### src/rtl/irq_redir_pkg.sv
package irq_redir_pkg;
    localparam int IRT_ENTRIES = 24;
    localparam int ENTRY_W     = $clog2(IRT_ENTRIES);
    localparam int VEC_W       = 8;

    localparam logic [7:0] OFS_INDEX = 8'h00;
    localparam logic [7:0] OFS_DATA  = 8'h10;
    localparam logic [7:0] OFS_EOI   = 8'h40;

    localparam logic [7:0] SEL_VERSION = 8'h01;
    localparam logic [7:0] SEL_TABLE   = 8'h10;
    localparam logic [7:0] SEL_RSVD    = 8'h40;

    localparam int BIT_RIRR  = 14;
    localparam int BIT_LEVEL = 15;
    localparam int BIT_MASK  = 16;

    localparam logic [31:0] LO_RESET = 32'h0001_0000;

    typedef struct packed {
        logic               valid;
        logic [VEC_W-1:0]   vector;
        logic [ENTRY_W-1:0] entry;
    } issue_t;

    function automatic logic [31:0] version_word(int n);
        return {8'h00, 8'(n - 1), 8'h00, 8'h20};
    endfunction
endpackage

### src/rtl/irq_redir_entry.sv
module irq_redir_entry
    import irq_redir_pkg::*;
(
    input  logic             clk,
    input  logic             rst,
    input  logic             wr_lo,
    input  logic             wr_hi,
    input  logic [31:0]      wdata,
    input  logic             eoi_stb,
    input  logic [VEC_W-1:0] eoi_vec,
    input  logic             irq,
    input  logic             grant,
    output logic             req,
    output logic [31:0]      rd_lo,
    output logic [31:0]      rd_hi,
    output logic [VEC_W-1:0] vector,
    output logic             level,
    output logic             rirr
);
    logic [31:0] lo_q, hi_q;
    logic        prev_q, pend_q, rirr_q;
    logic        masked, rise;

    assign masked = lo_q[BIT_MASK];
    assign level  = lo_q[BIT_LEVEL];
    assign vector = lo_q[VEC_W-1:0];
    assign rise   = irq & ~prev_q;
    assign rirr   = rirr_q;

    always_ff @(posedge clk) begin
        if (rst) begin
            lo_q   <= LO_RESET;
            hi_q   <= '0;
            prev_q <= 1'b0;
            pend_q <= 1'b0;
            rirr_q <= 1'b0;
        end else begin
            prev_q <= irq;
            if (wr_lo) lo_q <= wdata & ~(32'h1 << BIT_RIRR);
            if (wr_hi) hi_q <= wdata;
            // edge capture: dropped while masked or in level mode
            if (masked || level) pend_q <= 1'b0;
            else                 pend_q <= rise | (pend_q & ~grant);
            if (grant && level)                      rirr_q <= 1'b1;
            else if (eoi_stb && (eoi_vec == vector)) rirr_q <= 1'b0;
        end
    end

    always_comb begin
        if (masked)     req = 1'b0;
        else if (level) req = irq & ~rirr_q;
        else            req = pend_q;
    end

    assign rd_lo = lo_q | (32'(rirr_q) << BIT_RIRR);
    assign rd_hi = hi_q;
endmodule

### src/rtl/irq_redir_rr.sv
module irq_redir_rr #(
    parameter int N  = 24,
    parameter int IW = $clog2(N)
) (
    input  logic          clk,
    input  logic          rst,
    input  logic [N-1:0]  req,
    output logic [N-1:0]  gnt,
    output logic          any,
    output logic [IW-1:0] gnt_idx
);
    logic [IW-1:0] last_q;

    always_comb begin
        any     = 1'b0;
        gnt     = '0;
        gnt_idx = '0;
        for (int k = 1; k <= N; k++) begin
            int c;
            c = int'(last_q) + k;
            if (c >= N) c = c - N;
            if (!any && req[c]) begin
                any     = 1'b1;
                gnt[c]  = 1'b1;
                gnt_idx = IW'(c);
            end
        end
    end

    always_ff @(posedge clk) begin
        if (rst)      last_q <= IW'(N - 1);
        else if (any) last_q <= gnt_idx;
    end
endmodule

### src/rtl/irq_redir_top.sv
module irq_redir_top
    import irq_redir_pkg::*;
#(
    parameter int N = IRT_ENTRIES
) (
    input  logic               clk,
    input  logic               rst,
    input  logic               bus_sel,
    input  logic               bus_wr,
    input  logic [7:0]         bus_addr,
    input  logic [3:0]         bus_be,
    input  logic [31:0]        bus_wdata,
    output logic [31:0]        bus_rdata,
    input  logic [N-1:0]       irq_in,
    output logic               int_valid,
    output logic [VEC_W-1:0]   int_vector,
    output logic [ENTRY_W-1:0] int_entry
);
    localparam logic [7:0] SEL_END = 8'(16 + 2 * N);

    logic full, wr_sel, wr_dat, eoi_stb, rd_any;
    logic [7:0] idx_q, tbl_off;
    logic in_tbl;
    logic [ENTRY_W-1:0] ent_sel;
    logic [31:0] win_data, rd_next, rdata_q;

    logic [N-1:0][31:0]      lo_a, hi_a;
    logic [N-1:0][VEC_W-1:0] vec_a;
    logic [N-1:0]            req_v, gnt_v, level_v, rirr_v;
    logic                    gnt_any;
    logic [ENTRY_W-1:0]      gnt_idx;
    issue_t                  iss_q;

    assign full    = (bus_be == 4'hF);
    assign wr_sel  = bus_sel &  bus_wr & (bus_addr == OFS_INDEX) & bus_be[0];
    assign wr_dat  = bus_sel &  bus_wr & (bus_addr == OFS_DATA) & full;
    assign eoi_stb = bus_sel &  bus_wr & (bus_addr == OFS_EOI) & bus_be[0];
    assign rd_any  = bus_sel & ~bus_wr;

    assign in_tbl  = (idx_q >= SEL_TABLE) && (idx_q < SEL_END);
    assign tbl_off = idx_q - SEL_TABLE;
    assign ent_sel = ENTRY_W'(tbl_off >> 1);

    always_ff @(posedge clk) begin
        if (rst)         idx_q <= '0;
        else if (wr_sel) idx_q <= bus_wdata[7:0];
    end

    for (genvar i = 0; i < N; i++) begin : g_ent
        logic hit;
        assign hit = wr_dat & in_tbl & (ent_sel == ENTRY_W'(i));
        irq_redir_entry u_ent (
            .clk    (clk),
            .rst    (rst),
            .wr_lo  (hit & ~tbl_off[0]),
            .wr_hi  (hit &  tbl_off[0]),
            .wdata  (bus_wdata),
            .eoi_stb(eoi_stb),
            .eoi_vec(bus_wdata[VEC_W-1:0]),
            .irq    (irq_in[i]),
            .grant  (gnt_v[i]),
            .req    (req_v[i]),
            .rd_lo  (lo_a[i]),
            .rd_hi  (hi_a[i]),
            .vector (vec_a[i]),
            .level  (level_v[i]),
            .rirr   (rirr_v[i])
        );
    end

    irq_redir_rr #(.N(N), .IW(ENTRY_W)) u_arb (
        .clk    (clk),
        .rst    (rst),
        .req    (req_v),
        .gnt    (gnt_v),
        .any    (gnt_any),
        .gnt_idx(gnt_idx)
    );

    always_comb begin
        if (in_tbl)                    win_data = tbl_off[0] ? hi_a[ent_sel] : lo_a[ent_sel];
        else if (idx_q == SEL_VERSION) win_data = version_word(N);
        else                           win_data = '0;
    end

    always_comb begin
        rd_next = '0;
        if (bus_addr == OFS_INDEX)           rd_next = {24'h0, idx_q};
        else if (bus_addr == OFS_DATA && full) rd_next = win_data;
    end

    always_ff @(posedge clk) begin
        if (rst) begin
            rdata_q <= '0;
            iss_q   <= '0;
        end else begin
            if (rd_any) rdata_q <= rd_next;
            iss_q.valid  <= gnt_any;
            iss_q.vector <= vec_a[gnt_idx];
            iss_q.entry  <= gnt_idx;
        end
    end

    assign bus_rdata  = rdata_q;
    assign int_valid  = iss_q.valid;
    assign int_vector = iss_q.vector;
    assign int_entry  = iss_q.entry;
endmodule

### config.mk
export PLATFORM = sky130hd
export DESIGN_NAME = irq_redir_top
export DESIGN_NICKNAME = d
export VERILOG_FILES = /design/src/rtl/irq_redir_pkg.sv /design/src/rtl/irq_redir_entry.sv /design/src/rtl/irq_redir_rr.sv /design/src/rtl/irq_redir_top.sv
export SDC_FILE = /design/constraint.sdc
export NUM_CORES = 2
export LEC_CHECK = 0
export BUFFER_PORTS_ARGS = -buffer_cell sky130_fd_sc_hd__buf_2
export CORE_MARGIN = 10
export CORE_UTILIZATION = 55
export DETAILED_ROUTE_END_ITERATION = 16
export PLACE_DENSITY_LB_ADDON = 0.05
export REMOVE_ABC_BUFFERS = 1
export SETUP_SLACK_MARGIN = 0.05
export SLEW_MARGIN = 10
export SYNTH_ARGS = -nofsm -noshare
export SYNTH_HDL_FRONTEND = slang
export SYNTH_HIERARCHICAL = 1
export SYNTH_SLANG_ARGS = --single-unit
### constraint.sdc
create_clock -name clk -period 9.6 [get_ports clk]
set_clock_uncertainty 0.2 [all_clocks]
set_input_delay 0 -clock clk [delete_from_list [all_inputs] [get_ports clk]]
set_output_delay 0 -clock clk [all_outputs]
set_load 0.01 [all_outputs]
# After elaboration in Yosys (flattened, before gate mapping)
# Index checks and enable logic that the tools add are counted.
# word_totals
register_bits,1643
in_bits,72
out_inout_bits,46
# op_classes
add_sub_neg,49
order_cmp,76
n_eq_ne,51
muxes,323
bitwise_logic,298
reduce_logical,194
# op_table
op,count
2-to-1 mux 32 bit,30
">= comparator 32 x 1 -> 1 bit, second input constant",24
">= comparator 32 x 6 -> 1 bit, second input constant",24
"less-than comparator 32 x 7 -> 1 bit, second input constant",24
OR 32 x 15 -> 32 bit,24
"subtractor 32 x 6 -> 32 bit, second input constant",24
2-to-1 mux 24 bit,24
OR 24 bit,23
binary-select mux 32 bit (select 5 bit),2
equality test 8 bit,24
2-to-1 mux 1 bit,192
bitwise AND 1 bit,153
binary-select mux 1 bit (select 5 bit),24
demux 1 bit (select 5 bit),24
2-to-1 mux 5 bit,24
logical AND 1 bit,97
NOT 1 bit,74
"adder 5 x 5 -> 6 bit, second input constant",9
"adder 5 x 4 -> 6 bit, second input constant",8
nonzero test 2 bit,24
OR reduction 2 bit,24
binary-select mux 8 bit (select 5 bit),1
"equality test 5 x 4 -> 1 bit, second input constant",8
"equality test 5 bit, second input constant",8
other kinds (21),98

# Longest topological paths before layout
# depth
word_depth,80
mapped_depth,34

# Cells and area by module
# Netlist, hierarchy kept.
# by_module_without_submodules
mod,instances,cells_each,area_each_um2,seq_area_each_um2
irq_redir_entry,24,239,2531.2,1321.3
irq_redir_top,1,1444,16224.3,1081.0
irq_redir_rr,1,1773,11888.9,100.1

# Least setup slack after synthesis
# Ideal clock, no wire load.
# synth_timing
path_type,reg2reg
from,register u_arb.last_q[1]
to,register iss_q (netlist bit int_vector[7])
setup_time_ns,0.128
t_arrival_ns,7.568
t_required_ns,9.272
path_slack_ns,1.704
path_stages_with_launch,30
path_buffers,8
synth_period_minus_slack_ns,7.896
cell_sequence,dfxtp_1 -> buf_2 -> buf_6 -> buf_6 -> buf_2 -> inv_1 -> clkbuf_1 -> ha_1 -> xnor2_1 -> clkinv_1 -> ha_1 -> inv_1 -> ha_1 -> o31ai_4 -> xnor2_1 -> mux2i_1 -> o21ai_2 -> or4_1 -> nor4_4 -> nand3_1 -> o2111ai_1 -> o31ai_1 -> a221oi_1 -> clkbuf_1 -> buf_2 -> buf_2 -> mux4_2 -> mux2_2 -> a22oi_1 -> nor2_1
# synth_between
elab_chain_cells,78
elab_cells_between_ends,263
cone_classes,add/sub: 48; order compare: 24; mux: 145; reduce/logical: 46
# synth_lines
element,line_no,rtl
"start, declared",irq_redir_rr.sv:12,logic [IW-1:0] last_q;
"start signal, assigned",irq_redir_rr.sv:31,if (rst) last_q <= IW'(N - 1);
"start signal, assigned",irq_redir_rr.sv:32,else if (any) last_q <= gnt_idx;
adder 5 x 1 -> 6 bit,irq_redir_rr.sv:20,c = int'(last_q) + k;
subtractor 32 x 6 -> 32 bit or >= comparator 32 x 6 -> 1 bit (tied branches),irq_redir_rr.sv:21,if (c >= N) c = c - N;
2-to-1 mux 32 bit,irq_redir_rr.sv:21,
binary-select mux 1 bit (select 5 bit),irq_redir_rr.sv:22,if (!any && req[c]) begin
2-to-1 mux 1 bit (implied by the code) (2 in a row),irq_redir_rr.sv:22,
2-to-1 mux 1 bit,irq_redir_rr.sv:22,
logical NOT 1 bit,irq_redir_rr.sv:22,
logical AND 1 bit,irq_redir_rr.sv:22,
[62 not listed],-,
logical AND 1 bit,irq_redir_rr.sv:22,
2-to-1 mux 1 bit,irq_redir_rr.sv:22,
logical NOT 1 bit,irq_redir_rr.sv:22,
logical AND 1 bit,irq_redir_rr.sv:22,
2-to-1 mux 5 bit (*),irq_redir_rr.sv:22,
net gnt_idx[0],irq_redir_top.sv:31,logic [ENTRY_W-1:0] gnt_idx;
binary-select mux 8 bit (select 5 bit) (*),irq_redir_top.sv:99,iss_q.vector <= vec_a[gnt_idx];
2-to-1 mux 8 bit (implied by the code) (*),irq_redir_top.sv:99,
"end, declared",irq_redir_top.sv:32,issue_t iss_q;
# Mark *: on every way through the listed nets, which the timed path passes. The rest lies on a longest branch. The select of a mux whose other input is x is not followed.
# A chain may end at the register's enable or synchronous reset.

# Final worst setup path
# layout_timing
from,register u_arb.last_q[3]
to,register iss_q (netlist bit int_vector[4])
# The elaborated chain is that of the path after synthesis.

==> impl_metrics.toml <==
[sta]
slew_headroom = 0.06874
hold_viol = 0
fmax_ghz = 0.1146
fin_crit_sh = 0.9087
finalSetupViolations = 0
worstMarginPinSlew_ns = 1.384
tns_ns = 0
rsz0062_at_grt = "no"
slew_violations = 0
finalHoldWorstSlack_ns = 0.04799
fin_crit_ns = 8.723

[drt]
firstDrtPassIters = 7
dr.first_iter.drc_count = 8600
wl_per_cell_um = 29.96
vias = 71410
drc = 0
viasPerCell = 6.504
drt_wl_total_um = 328900
drtAntennaViolNets = 0

[power]
power_leakage_nw = 32.38
pwr-share-comb = 0.371
ir_drop_v = 0.0005557
switching_power_mw = 8.700
internal-power_mw = 13.01
powerDensity_nw_per_um2 = 227.7
switching_share = 0.4007
power.share.sequential = 0.317
p_clk_frac = 0.312

[critical_path]
cp_max_fo = 50
r2r_cells = 21
cp_slowest_cell = "ha_1"
crit_chain = "inv_2 > ha_1 > inv_1 > o21ai_0 > inv_1 > ha_1 > xnor3_1 > a41o_1 > mux2_2 > o21ai_2 > or4_1 > nor4_4 > nand3_1 > o2111ai_1 > o31ai_1 > a221oi_4 > buf_12 > mux4_2 > mux4_2 > a22oi_1 > nor2_1"
crit_required_ns = 10.04
cp_slowest_stage_delay_ns = 0.90
setup.worst_path.end_class = "flip-flop"
cp.arrival_ns = 9.16
start_kind = "flip-flop"
crit_type = "reg2reg"

[die]
num_rows = 147
core_area_um2 = 160600
start_util = 0.5534
die_w_um = 422.0
ioPinCount = 118
dieArea_um2 = 178000
die_h_um = 422.0

[placement]
place_congestion = 1.063
dp_cells = 10570
port_buffers = 117
hpwl_um = 218900
dpl_cell_area_um2 = 88540

[synth]
syn_area_um2 = 88860
avgSynthCellArea_um2 = 9.925
synth_seq_cells = 1643
seq_area_frac_synth = 0.3701
synth_ff_type = "dfxtp_1"
synth_common_cells = "nor2_1, dfxtp_1, mux2i_1"
synth_top_cell_by_area = "dfxtp_1"
yosys_warnings = 6
yosysMostFrequentCell = "nor2_1"
synth.distinct_cells = 122
synth_top_cell_area_share = 0.3701
async_flop_share = 0
netlist_instances = 8953
synth_edf_count = 0
yosys-top-cells-area = "dfxtp_1, mux2i_1, mux4_2, nor2_1, buf_4"

[clocking]
cts_sinks = 1643
htreeDepth = 4
post_cts_resized = 0
numCtsBuffers = 172
cts_tree = "yes"
path_clk_slew_ns = 0.06
insertion_delay_ns = 0.85
clk_path_buf_depth = 3
root_buffer = "clkbuf_16"

[layout]
fin_cells = 10980
nets = 8819
drive_gt1_frac = 0.1504
fin_area_um2 = 95330
area_growth_pct = 7.282

[grt]
grt_use_met3 = 0.06594
use_met1 = 0.4531
grt_pass1_wl_um = 476000
overflow = 0
grt.total_usage = 0.3528
grt_pass1_vias = 68520
antenna_found_initial = 9
grt_max_degree = 218
grt_busiest_layer = "met2"
grtUsageMet2 = 0.5626

[run_status]
status = "complete, no violations"

[hold_path]
hold_path.class = "in2reg"
hold_path_depth = 4

[job]
maxCapViolCount = 0
[power by group through the flow]
stage          clock network, mW  registers [mW]  logic [mW]
4_1_cts                     6.87            6.89        7.74
6_report                    6.78            6.89        8.04
3_3_place_gp                   0            7.03        7.72
2_1_floorplan                  0            7.08        4.12
3_5_place_dp                   0            7.04        7.69
5_1_grt                     7.15            6.88        8.28
[stage by stage]
stage | setup slack, ns | total power, mW | utilization
2_1_floorplan | -11.82 | 11.19 | -
3_3_place_gp | 1.253 | 14.75 | 0.5514
3_5_place_dp | 1.078 | 14.72 | 0.5514
4_1_cts | 1.050 | 21.49 | 0.5937
5_1_grt | 0.5235 | 22.31 | 0.5937
6_report | 0.8767 | 21.71 | 0.5937
[placed cells by master, fill, tap and decap left out, types with 25 or more instances in the layout]
cell,instances
o211ai_1,36
inv_1,149
and2_1,26
nand2_1,421
buf_4,228
mux4_2,436
o31ai_1,27
ha_1,66
nor3_2,40
a211o_1,39
nand3b_1,33
a22oi_1,87
mux2i_1,1595
buf_2,113
nor4_1,71
a21oi_1,140
nor2b_1,82
nor3_1,97
xnor2_1,50
nor2_1,1703
o32ai_1,27
a32oi_1,25
o21ai_0,132
dlygate4sd3_1,97
a31oi_1,37
clkbuf_16,175
and3_1,54
clkbuf_1,43
nand3_1,111
nand2b_1,44
nand4_1,50
a311oi_1,34
o22ai_1,87
clkbuf_8,47
xor2_1,169
dfxtp_1,1635
mux2_2,107
[kinds of logic after synthesis]
logic type | after synthesis | share of synthesized area
simple gates | 2862 | 0.1413
buf+inv | 1055 | 0.07294
mux | 2142 | 0.3044
flops | 1643 | 0.3701
compound gates | 951 | 0.07730
fa+ha+maj | 69 | 0.009715
xor+xnor | 231 | 0.02429
[registers in the layout (all words and copies together) (netlist names)]
name and flops:
g_ent.u_ent/rd_hi 768, int_entry 5, bus_rdata 32, u_arb/last_q 5, idx_q 8, g_ent.u_ent/pend_q 24
g_ent.u_ent/prev_q 24, int_vector 8, g_ent.u_ent/rirr 24, g_ent.u_ent/lo_q 744, int_valid 1
[final cells by class]
class                   count  area [um2]
clock inverters            47       624.3
flip-flops and latches   1643       32910
inverters                 161       605.6
clock buffers             265        5187
well taps                2160        2703
repair buffers            445        3383
fillers                 13780       65240
diodes                      2       5.005
multi-input cells        6255       49910
[critical path, delay by kind of cell (launching register included)]
family	cells	cell delay, ns
compound gates	7	2.03
mux	3	1.39
fa+ha+maj	2	1.24
buf+inv	4	1.28
xor+xnor	1	0.38
flops	1	0.48
simple gates	4	1.42
[final timing paths]
kind	endpoint	slack, ns	from
hold / removal	g_ent[19].u_ent/pend_q$_SDFF_PP0_	0.05	irq_in[19]
hold reg to reg	g_ent[6].u_ent/pend_q$_SDFF_PP0_	0.24	g_ent[6].u_ent/lo_q[16]$_SDFFE_PP1P_
setup reg to reg	int_vector[4]$_SDFF_PP0_	0.88	u_arb/last_q[3]$_SDFFE_PP0P_
setup / recovery	int_vector[4]$_SDFF_PP0_	0.88	u_arb/last_q[3]$_SDFFE_PP0P_
[metal layers]
layer	vias to the layer above	wire (um)
met5	-	58
met4	8	19890
met3	896	27190
met2	3659	151300
met1	35520	130400
li1	31320	-
[timing repair]
| item | CTS | global route |
|---|---|---|
| endpoints found under the hold margin | 1593 | 0 |
| endpoints found under the setup margin | 0 | 0 |
| setup buffers | 0 | 0 |
| hold buffers | 97 | 0 |
Power figures use the tool's default switching activity.
